$ cat config.mk
export PLATFORM = sky130hd
export DESIGN_NAME = rs485_link_ctrl
export DESIGN_NICKNAME = d
export VERILOG_FILES = /design/src/rtl/rs485_pkg.sv /design/src/rtl/rs485_addr_filter.sv /design/src/rtl/rs485_hold_cnt.sv /design/src/rtl/rs485_dir_fsm.sv /design/src/rtl/rs485_link_ctrl.sv
export SDC_FILE = /design/constraint.sdc
export NUM_CORES = 1
export LEC_CHECK = 0
export BUFFER_PORTS_ARGS = -buffer_cell sky130_fd_sc_hd__buf_2
export CAP_MARGIN = 0
export CORE_MARGIN = 2
export CORE_UTILIZATION = 45
export DETAILED_ROUTE_END_ITERATION = 8
export PLACE_DENSITY = 0.76
export SLEW_MARGIN = 25
export SYNTH_ARGS = -nofsm -noshare
export SYNTH_HDL_FRONTEND = slang
export SYNTH_HIERARCHICAL = 1
export SYNTH_SLANG_ARGS = --single-unit
$ cat constraint.sdc
create_clock -name clk_i -period 2.4 [get_ports clk_i]
set_input_delay 0.24 -clock clk_i [delete_from_list [all_inputs] [get_ports clk_i]]
set_output_delay 0.24 -clock clk_i [all_outputs]
set_load 0.005 [all_outputs]
$ cat src/rtl/rs485_pkg.sv
package rs485_pkg;
  typedef enum logic [1:0] {
    DIR_IDLE = 2'd0,
    DIR_TX   = 2'd1,
    DIR_HOLD = 2'd2
  } dir_state_e;
endpackage

$ cat src/rtl/rs485_addr_filter.sv
module rs485_addr_filter #(
  parameter int DATA_W = 8
) (
  input  logic              clk_i,
  input  logic              rst_ni,
  input  logic              mdrop_en_i,
  input  logic              auto_match_en_i,
  input  logic              rx_off_i,
  input  logic [DATA_W-1:0] station_addr_i,
  input  logic              rx_valid_i,
  input  logic [DATA_W-1:0] rx_data_i,
  input  logic              rx_ninth_i,
  output logic              wr_o,
  output logic [DATA_W-1:0] data_o,
  output logic              irq_o,
  output logic              accept_o
);
  logic auto_mode, take, is_addr, hit;
  logic open_q, open_d, wr_d, irq_d;

  assign auto_mode = mdrop_en_i & auto_match_en_i;
  assign take      = rx_valid_i & ~rx_off_i;
  assign is_addr   = mdrop_en_i & rx_ninth_i;
  assign hit       = (rx_data_i == station_addr_i);

  always_comb begin
    open_d = open_q;
    wr_d   = 1'b0;
    irq_d  = 1'b0;
    if (!auto_mode) open_d = 1'b0;
    else if (take && is_addr) open_d = hit;
    if (take) begin
      if (!auto_mode) begin
        wr_d  = 1'b1;
        irq_d = is_addr;
      end else if (is_addr) begin
        wr_d  = hit;
        irq_d = hit;
      end else begin
        wr_d  = open_q;
      end
    end
  end

  always_ff @(posedge clk_i or negedge rst_ni) begin
    if (!rst_ni) begin
      open_q <= 1'b0;
      wr_o   <= 1'b0;
      irq_o  <= 1'b0;
      data_o <= '0;
    end else begin
      open_q <= open_d;
      wr_o   <= wr_d;
      irq_o  <= irq_d;
      if (take) data_o <= rx_data_i;
    end
  end

  assign accept_o = ~rx_off_i & (~auto_mode | open_q);

  assert_off_drop_R4: assert property (@(posedge clk_i) disable iff (!rst_ni)
    (rx_valid_i && rx_off_i) |=> (!wr_o && !irq_o));

  assert_plain_pass_R2: assert property (@(posedge clk_i) disable iff (!rst_ni)
    (rx_valid_i && !rx_off_i && !mdrop_en_i) |=> (wr_o && !irq_o && data_o == $past(rx_data_i)));

  assert_addr_hit_R5: assert property (@(posedge clk_i) disable iff (!rst_ni)
    (rx_valid_i && !rx_off_i && mdrop_en_i && auto_match_en_i && rx_ninth_i &&
     rx_data_i == station_addr_i) |=> (wr_o && irq_o && open_q));

  assert_addr_miss_R6: assert property (@(posedge clk_i) disable iff (!rst_ni)
    (rx_valid_i && !rx_off_i && mdrop_en_i && auto_match_en_i && rx_ninth_i &&
     rx_data_i != station_addr_i) |=> (!wr_o && !irq_o && !open_q));

  assert_irq_source_R3: assert property (@(posedge clk_i) disable iff (!rst_ni)
    irq_o |-> ($past(mdrop_en_i) && $past(rx_ninth_i) && wr_o));
endmodule

$ cat src/rtl/rs485_hold_cnt.sv
module rs485_hold_cnt #(
  parameter int CNT_W = 8
) (
  input  logic             clk_i,
  input  logic             rst_ni,
  input  logic             clr_i,
  input  logic             tick_i,
  input  logic [CNT_W-1:0] limit_i,
  output logic             done_o
);
  logic [CNT_W-1:0] cnt_q;
  logic [CNT_W:0]   next_cnt;

  assign next_cnt = {1'b0, cnt_q} + 1'b1;
  // >= so a limit lowered mid-count still terminates
  assign done_o   = tick_i & (next_cnt >= {1'b0, limit_i});

  always_ff @(posedge clk_i or negedge rst_ni) begin
    if (!rst_ni)           cnt_q <= '0;
    else if (clr_i)        cnt_q <= '0;
    else if (tick_i && !done_o) cnt_q <= next_cnt[CNT_W-1:0];
  end

  assert_cnt_cleared_R12: assert property (@(posedge clk_i) disable iff (!rst_ni)
    clr_i |=> (cnt_q == '0));
endmodule

$ cat src/rtl/rs485_dir_fsm.sv
module rs485_dir_fsm
  import rs485_pkg::*;
#(
  parameter int CNT_W = 8
) (
  input  logic             clk_i,
  input  logic             rst_ni,
  input  logic             tx_busy_i,
  input  logic             bit_tick_i,
  input  logic [CNT_W-1:0] hold_bits_i,
  output logic             active_o
);
  dir_state_e state_q, state_d;
  logic done;

  rs485_hold_cnt #(.CNT_W(CNT_W)) u_hold_cnt (
    .clk_i   (clk_i),
    .rst_ni  (rst_ni),
    .clr_i   (state_q != DIR_HOLD),
    .tick_i  (bit_tick_i),
    .limit_i (hold_bits_i),
    .done_o  (done)
  );

  always_comb begin
    state_d = state_q;
    if (tx_busy_i) state_d = DIR_TX;
    else begin
      unique case (state_q)
        DIR_TX:   state_d = (hold_bits_i == '0) ? DIR_IDLE : DIR_HOLD;
        DIR_HOLD: state_d = done ? DIR_IDLE : DIR_HOLD;
        default:  state_d = DIR_IDLE;
      endcase
    end
  end

  always_ff @(posedge clk_i or negedge rst_ni) begin
    if (!rst_ni) state_q <= DIR_IDLE;
    else         state_q <= state_d;
  end

  assign active_o = (state_q != DIR_IDLE);

  assert_busy_active_R8: assert property (@(posedge clk_i) disable iff (!rst_ni)
    tx_busy_i |=> active_o);

  assert_zero_release_R11: assert property (@(posedge clk_i) disable iff (!rst_ni)
    (state_q == DIR_TX && !tx_busy_i && hold_bits_i == '0) |=> !active_o);

  assert_hold_wait_R10: assert property (@(posedge clk_i) disable iff (!rst_ni)
    (state_q == DIR_HOLD && !tx_busy_i && !bit_tick_i) |=> (state_q == DIR_HOLD));

  assert_cancel_R12: assert property (@(posedge clk_i) disable iff (!rst_ni)
    (state_q == DIR_HOLD && tx_busy_i) |=> (state_q == DIR_TX));
endmodule

$ cat src/rtl/rs485_link_ctrl.sv
module rs485_link_ctrl #(
  parameter int DATA_W = 8,
  parameter int HOLD_W = 8
) (
  input  logic              clk_i,
  input  logic              rst_ni,
  input  logic              mdrop_en_i,
  input  logic              auto_match_en_i,
  input  logic              rx_off_i,
  input  logic [DATA_W-1:0] station_addr_i,
  input  logic              dir_en_i,
  input  logic              dir_on_dtr_i,
  input  logic              dir_invert_i,
  input  logic [HOLD_W-1:0] hold_bits_i,
  input  logic              rx_valid_i,
  input  logic [DATA_W-1:0] rx_data_i,
  input  logic              rx_ninth_i,
  input  logic              tx_busy_i,
  input  logic              bit_tick_i,
  input  logic              rts_mdm_i,
  input  logic              dtr_mdm_i,
  output logic              fifo_wr_o,
  output logic [DATA_W-1:0] fifo_data_o,
  output logic              addr_irq_o,
  output logic              rx_enabled_o,
  output logic              rts_o,
  output logic              dtr_o
);
  logic dir_active, dir_level;

  rs485_addr_filter #(.DATA_W(DATA_W)) u_addr_filter (
    .clk_i           (clk_i),
    .rst_ni          (rst_ni),
    .mdrop_en_i      (mdrop_en_i),
    .auto_match_en_i (auto_match_en_i),
    .rx_off_i        (rx_off_i),
    .station_addr_i  (station_addr_i),
    .rx_valid_i      (rx_valid_i),
    .rx_data_i       (rx_data_i),
    .rx_ninth_i      (rx_ninth_i),
    .wr_o            (fifo_wr_o),
    .data_o          (fifo_data_o),
    .irq_o           (addr_irq_o),
    .accept_o        (rx_enabled_o)
  );

  rs485_dir_fsm #(.CNT_W(HOLD_W)) u_dir_fsm (
    .clk_i       (clk_i),
    .rst_ni      (rst_ni),
    .tx_busy_i   (tx_busy_i),
    .bit_tick_i  (bit_tick_i),
    .hold_bits_i (hold_bits_i),
    .active_o    (dir_active)
  );

  // normal polarity: 0 while transmitting
  assign dir_level = dir_invert_i ? dir_active : ~dir_active;
  assign rts_o = (dir_en_i && !dir_on_dtr_i) ? dir_level : rts_mdm_i;
  assign dtr_o = (dir_en_i &&  dir_on_dtr_i) ? dir_level : dtr_mdm_i;

  assert_rts_level_R8: assert property (@(posedge clk_i) disable iff (!rst_ni)
    (dir_en_i && !dir_on_dtr_i && $past(tx_busy_i)) |-> (rts_o == dir_invert_i));

  assert_dtr_level_R8: assert property (@(posedge clk_i) disable iff (!rst_ni)
    (dir_en_i && dir_on_dtr_i && $past(tx_busy_i)) |-> (dtr_o == dir_invert_i));

  assert_unused_pin_R9: assert property (@(posedge clk_i) disable iff (!rst_ni)
    (!dir_en_i) |-> (rts_o == rts_mdm_i && dtr_o == dtr_mdm_i));
endmodule

==> metrics.log <==
[metrics] result of the run: finished, violations left
[metrics] violations in the final reports: setup timing
[metrics] Pre-Repair DR Iteration Count: 4
[metrics] worst hold path depth: 1
[metrics] fraction of layout cells with a size suffix above 1: 46.5%
[metrics] worst rel slew slack: 66.9%
[metrics] type of the worst setup path: reg2reg
[metrics] Hold/Removal Path Class: in2reg
[metrics] cells taking the most area after synthesis: dfrtp_1 (36%), ha_1 (10%), mux2_2 (10%)
[metrics] utilization of the core after routing: 64.7%
[metrics] count of nets after finishing: 264
[metrics] flop-to-flop setup slack: -0.23 ns
[metrics] part of the cycle the worst path needs: 110%
[metrics] synthesis warning total: 6
[metrics] Core Box Area: 0.00305 mm²
[metrics] flip-flop and latch count after synthesis: 21
[metrics] GR Layer Usage met1: 22.5%
[metrics] Antenna Violating Nets Remaining: 0
[metrics] hold slack: 0.0625 ns
[metrics] detail-routed net length per standard cell: 12.6 µm
[metrics] cts bufs inserted: 3
[metrics] kind of end point of the critical path: flop
[metrics] cell row count: 20
[metrics] cell-by-cell trace of the critical path: ha_2 > and3_4 > nand3_4 > xnor2_2 > ha_1 > and3_4 > a221oi_4 > nand2_2 > nor3_1 > mux2_2
[metrics] final cell area excluding filler cells: 0.00197 mm²
[metrics] width of the chip: 60.7 µm
[metrics] Post-Route Skew: 0.00422 ns
[metrics] minimum setup slack in the final design: -0.232 ns
[metrics] global-route track usage on met2: 35.5%
[metrics] Least-Margin Pin Slew: 0.493 ns
[metrics] synth-to-layout area growth: 36.5%
[metrics] post-DR vias/cell: 5.16
[metrics] Power, Total: 0.714 mW
[metrics] number of global-route vias before repair: 1328
[metrics] GRT Residual Overflow: 0
[metrics] leading area contributor after synthesis: dfrtp_1
[metrics] Skew-Pair Late Insertion Delay: 0.30 ns
[metrics] RSZ-0062 raised after global routing: yes
[metrics] total number of clock tree sinks: 21
[metrics] number of ports placed on the die boundary: 51
[metrics] largest incremental delay on the critical path: 0.39 ns
[metrics] TritonCTS clock tree: built
[metrics] first-pass GRT wire length: 5350 µm
[metrics] arrival time of data at the critical path endpoint: 2.82 ns
[metrics] standard cell with the maximum stage delay on the critical path: dfrtp_1
[metrics] Setup-failing EPs final: 9
[metrics] deepest level of the CTS H-tree: 1
[metrics] required time of the worst setup path: 2.59 ns
[metrics] maximum ir drop on the vdd rail: 298 µV
[metrics] startpoint of the lowest-slack register-to-register path: u_dir_fsm/u_hold_cnt/cnt_q[0]
[metrics] post-synthesis average cell area: 9.98 µm²
[metrics] most congested layer reported by global routing: met2
[metrics] count of final max-slew check failures: 0
[metrics] wire length reported by the detailed router: 3250 µm
[metrics] Hold Vio Cnt, Final: 0
[metrics] number of cells in the finished layout apart from fillers: 257
[metrics] hold path endpoint: u_dir_fsm/state_q[0]
[metrics] clock root buffer: clkbuf_4
[metrics] pin count of the biggest net entering global routing: 22
[metrics] P_leak: 1.05 nW
[metrics] Hold Startpoint: tx_busy_i
[metrics] Global Route met3 Usage: 2.77%
[metrics] vertical die dimension: 60.7 µm
[metrics] Post-Place Cells: 249
[metrics] violation count after the first detailed-routing iteration: 37
[metrics] number of antenna diodes: 0
[metrics] crit path launch type: flop
[metrics] Worst-path clk slew: 0.11 ns
[metrics] Placer Congestion: 0.796
[metrics] length in cells of the worst reg-to-reg path: 10
[metrics] maximum count of clock buffers along a single path: 2
[metrics] nets in the synthesized netlist: 195
[metrics] Die ar.: 0.00368 mm²
[metrics] vias: 1325
[metrics] sum of negative setup slack: -1.61 ns
[metrics] Most common cell on crit path: and3_4
[metrics] minimum clock period after layout: 2.63 ns
[metrics] number of input and output port buffers inserted: 50
[metrics] detailed-placement wirelength estimate: 2510 µm
[metrics] effective utilization at floorplan: 47.4%
[metrics] antenna violations before repair: 0
[metrics] proportion of synthesized chip area in sequential cells: 36.3%
[metrics] overall global routing resource usage: 19.3%
[metrics] DRC Markers: 0
[metrics] power density cells: 362 mW/mm²
[metrics] Synth top area share: 36.3%
[metrics] Synth cell types: 32
[metrics] fmax: 0.380 GHz
[metrics] reg-to-reg endpoint: u_dir_fsm/u_hold_cnt/cnt_q[6]
[metrics] summed instance area of the synthesized netlist: 0.00145 mm²
[metrics] reported max-cap violation count: 0
[metrics] Crit Path Max Fanout: 5
[metrics] Post-Syn Instances: 145
[metrics] worst setup timing slack at the placement stage: -0.225 ns
[metrics] area of placed instances: 0.00185 mm²
how the worst max path moves through the flow:
| stage | depth (start not counted) | slack, ns | endpoint | startpoint |
|---|---|---|---|---|
| 5_1_grt | 10 | -0.39 | u_dir_fsm/u_hold_cnt/cnt_q[6] | u_dir_fsm/u_hold_cnt/cnt_q[0] |
| 3_5_place_dp | 10 | -0.22 | u_dir_fsm/u_hold_cnt/cnt_q[4] | u_dir_fsm/u_hold_cnt/cnt_q[1] |
| 3_3_place_gp | 10 | -0.13 | u_dir_fsm/u_hold_cnt/cnt_q[6] | u_dir_fsm/u_hold_cnt/cnt_q[1] |
| 4_1_cts | 10 | -0.20 | u_dir_fsm/u_hold_cnt/cnt_q[2] | u_dir_fsm/u_hold_cnt/cnt_q[1] |
| 6_report | 10 | -0.23 | u_dir_fsm/u_hold_cnt/cnt_q[6] | u_dir_fsm/u_hold_cnt/cnt_q[0] |
| 2_1_floorplan | 10 | -0.11 | u_dir_fsm/u_hold_cnt/cnt_q[2] | u_dir_fsm/u_hold_cnt/cnt_q[0] |
power by group:
group / total [mW] / leakage (nW) / switching, mW / internal (mW)
combinational: 0.159 / 0.763 / 0.0724 / 0.0869
clock: 0.167 / 0.0150 / 0.103 / 0.0647
sequential: 0.388 / 0.272 / 0.0107 / 0.377
total: 0.714 / 1.05 / 0.186 / 0.528
worst max-delay path, delay by kind of cell, from the launching register on:
kind	cells	cell delay [ns]
AO/OA/AOI/OAI	1	0.29
XOR/XNOR	1	0.14
adder cells (fa/ha/maj)	2	0.47
flip-flops	1	0.39
multiplexers	1	0.36
AND/OR/NAND/NOR	5	0.88
cells in the final DEF (no fill, tap or decap), types with 4 or more instances in the layout:
master    instances
xor2_1            4
ha_1             11
dfrtp_1          21
mux2_2           11
nor3_2            4
buf_4            14
inv_1            13
nor2_1            8
buf_2            50
nand2_1           7
nor2b_1           7
xnor2_1           9
nand2b_1          6
repair_timing:
action                                 in CTS  in global routing
cloned                                      1                  0
endpoints found under the hold margin      21                  0
setup buffers                               1                  1
gates resized for setup                     8                  5
hold buffers                                1                  0
setup endpoints to repair                   9                  9
pin swaps                                   5                  2
logic make-up (layout without fill, tap and decap cells):
kind of cell,count (synthesis),after routing,share of synthesized area [%]
adder cells (fa/ha/maj),12,12,10.4
AND/OR/NAND/NOR,49,50,19.2
XOR/XNOR,15,15,9.08
multiplexers,17,17,13.1
buffers and inverters,15,82,3.98
flip-flops,21,21,36.3
AO/OA/AOI/OAI,16,16,7.87
flip-flops by register name (all words and copies together), names as in the netlist:
name,cells
u_addr_filter/open_q,1
u_dir_fsm/state_q,2
u_addr_filter/wr_o,1
u_addr_filter/data_o,8
u_addr_filter/irq_o,1
u_dir_fsm/u_hold_cnt/cnt_q,8
metal layers:
layer	wire length, µm	share of wire [%]	vias to the layer above
met4	19	0.58	0
met1	1340	41	629
met3	211	6.5	2
met5	0	0	-
li1	-	-	640
met2	1680	52	54
cell type report:
type	count	area (µm²)
clock buffers	4	26.3
fillers	275	1080
multi-input cells	110	953
repair buffers	65	365
well taps	44	55.1
inverters	13	48.8
flip-flops and latches	21	526
cells in the mapped netlist (all sizes together):
library cell  number
nor2b              7
nand4              2
xnor2             11
nor2               8
a31oi              1
buf                1
a221oi             1
clkbuf             1
and3               5
nand2b             6
o21ai              3
nor3               5
ha                12
o31ai              2
nand2              8
o21a               1
dfrtp             21
mux2              16
nand3              4
xor2               4
inv               13
mux2i              1
or4                4
a21o               3
o21ba              1
o211ai             1
a21oi              3
No activity file was read; power rests on OpenSTA's default activity.
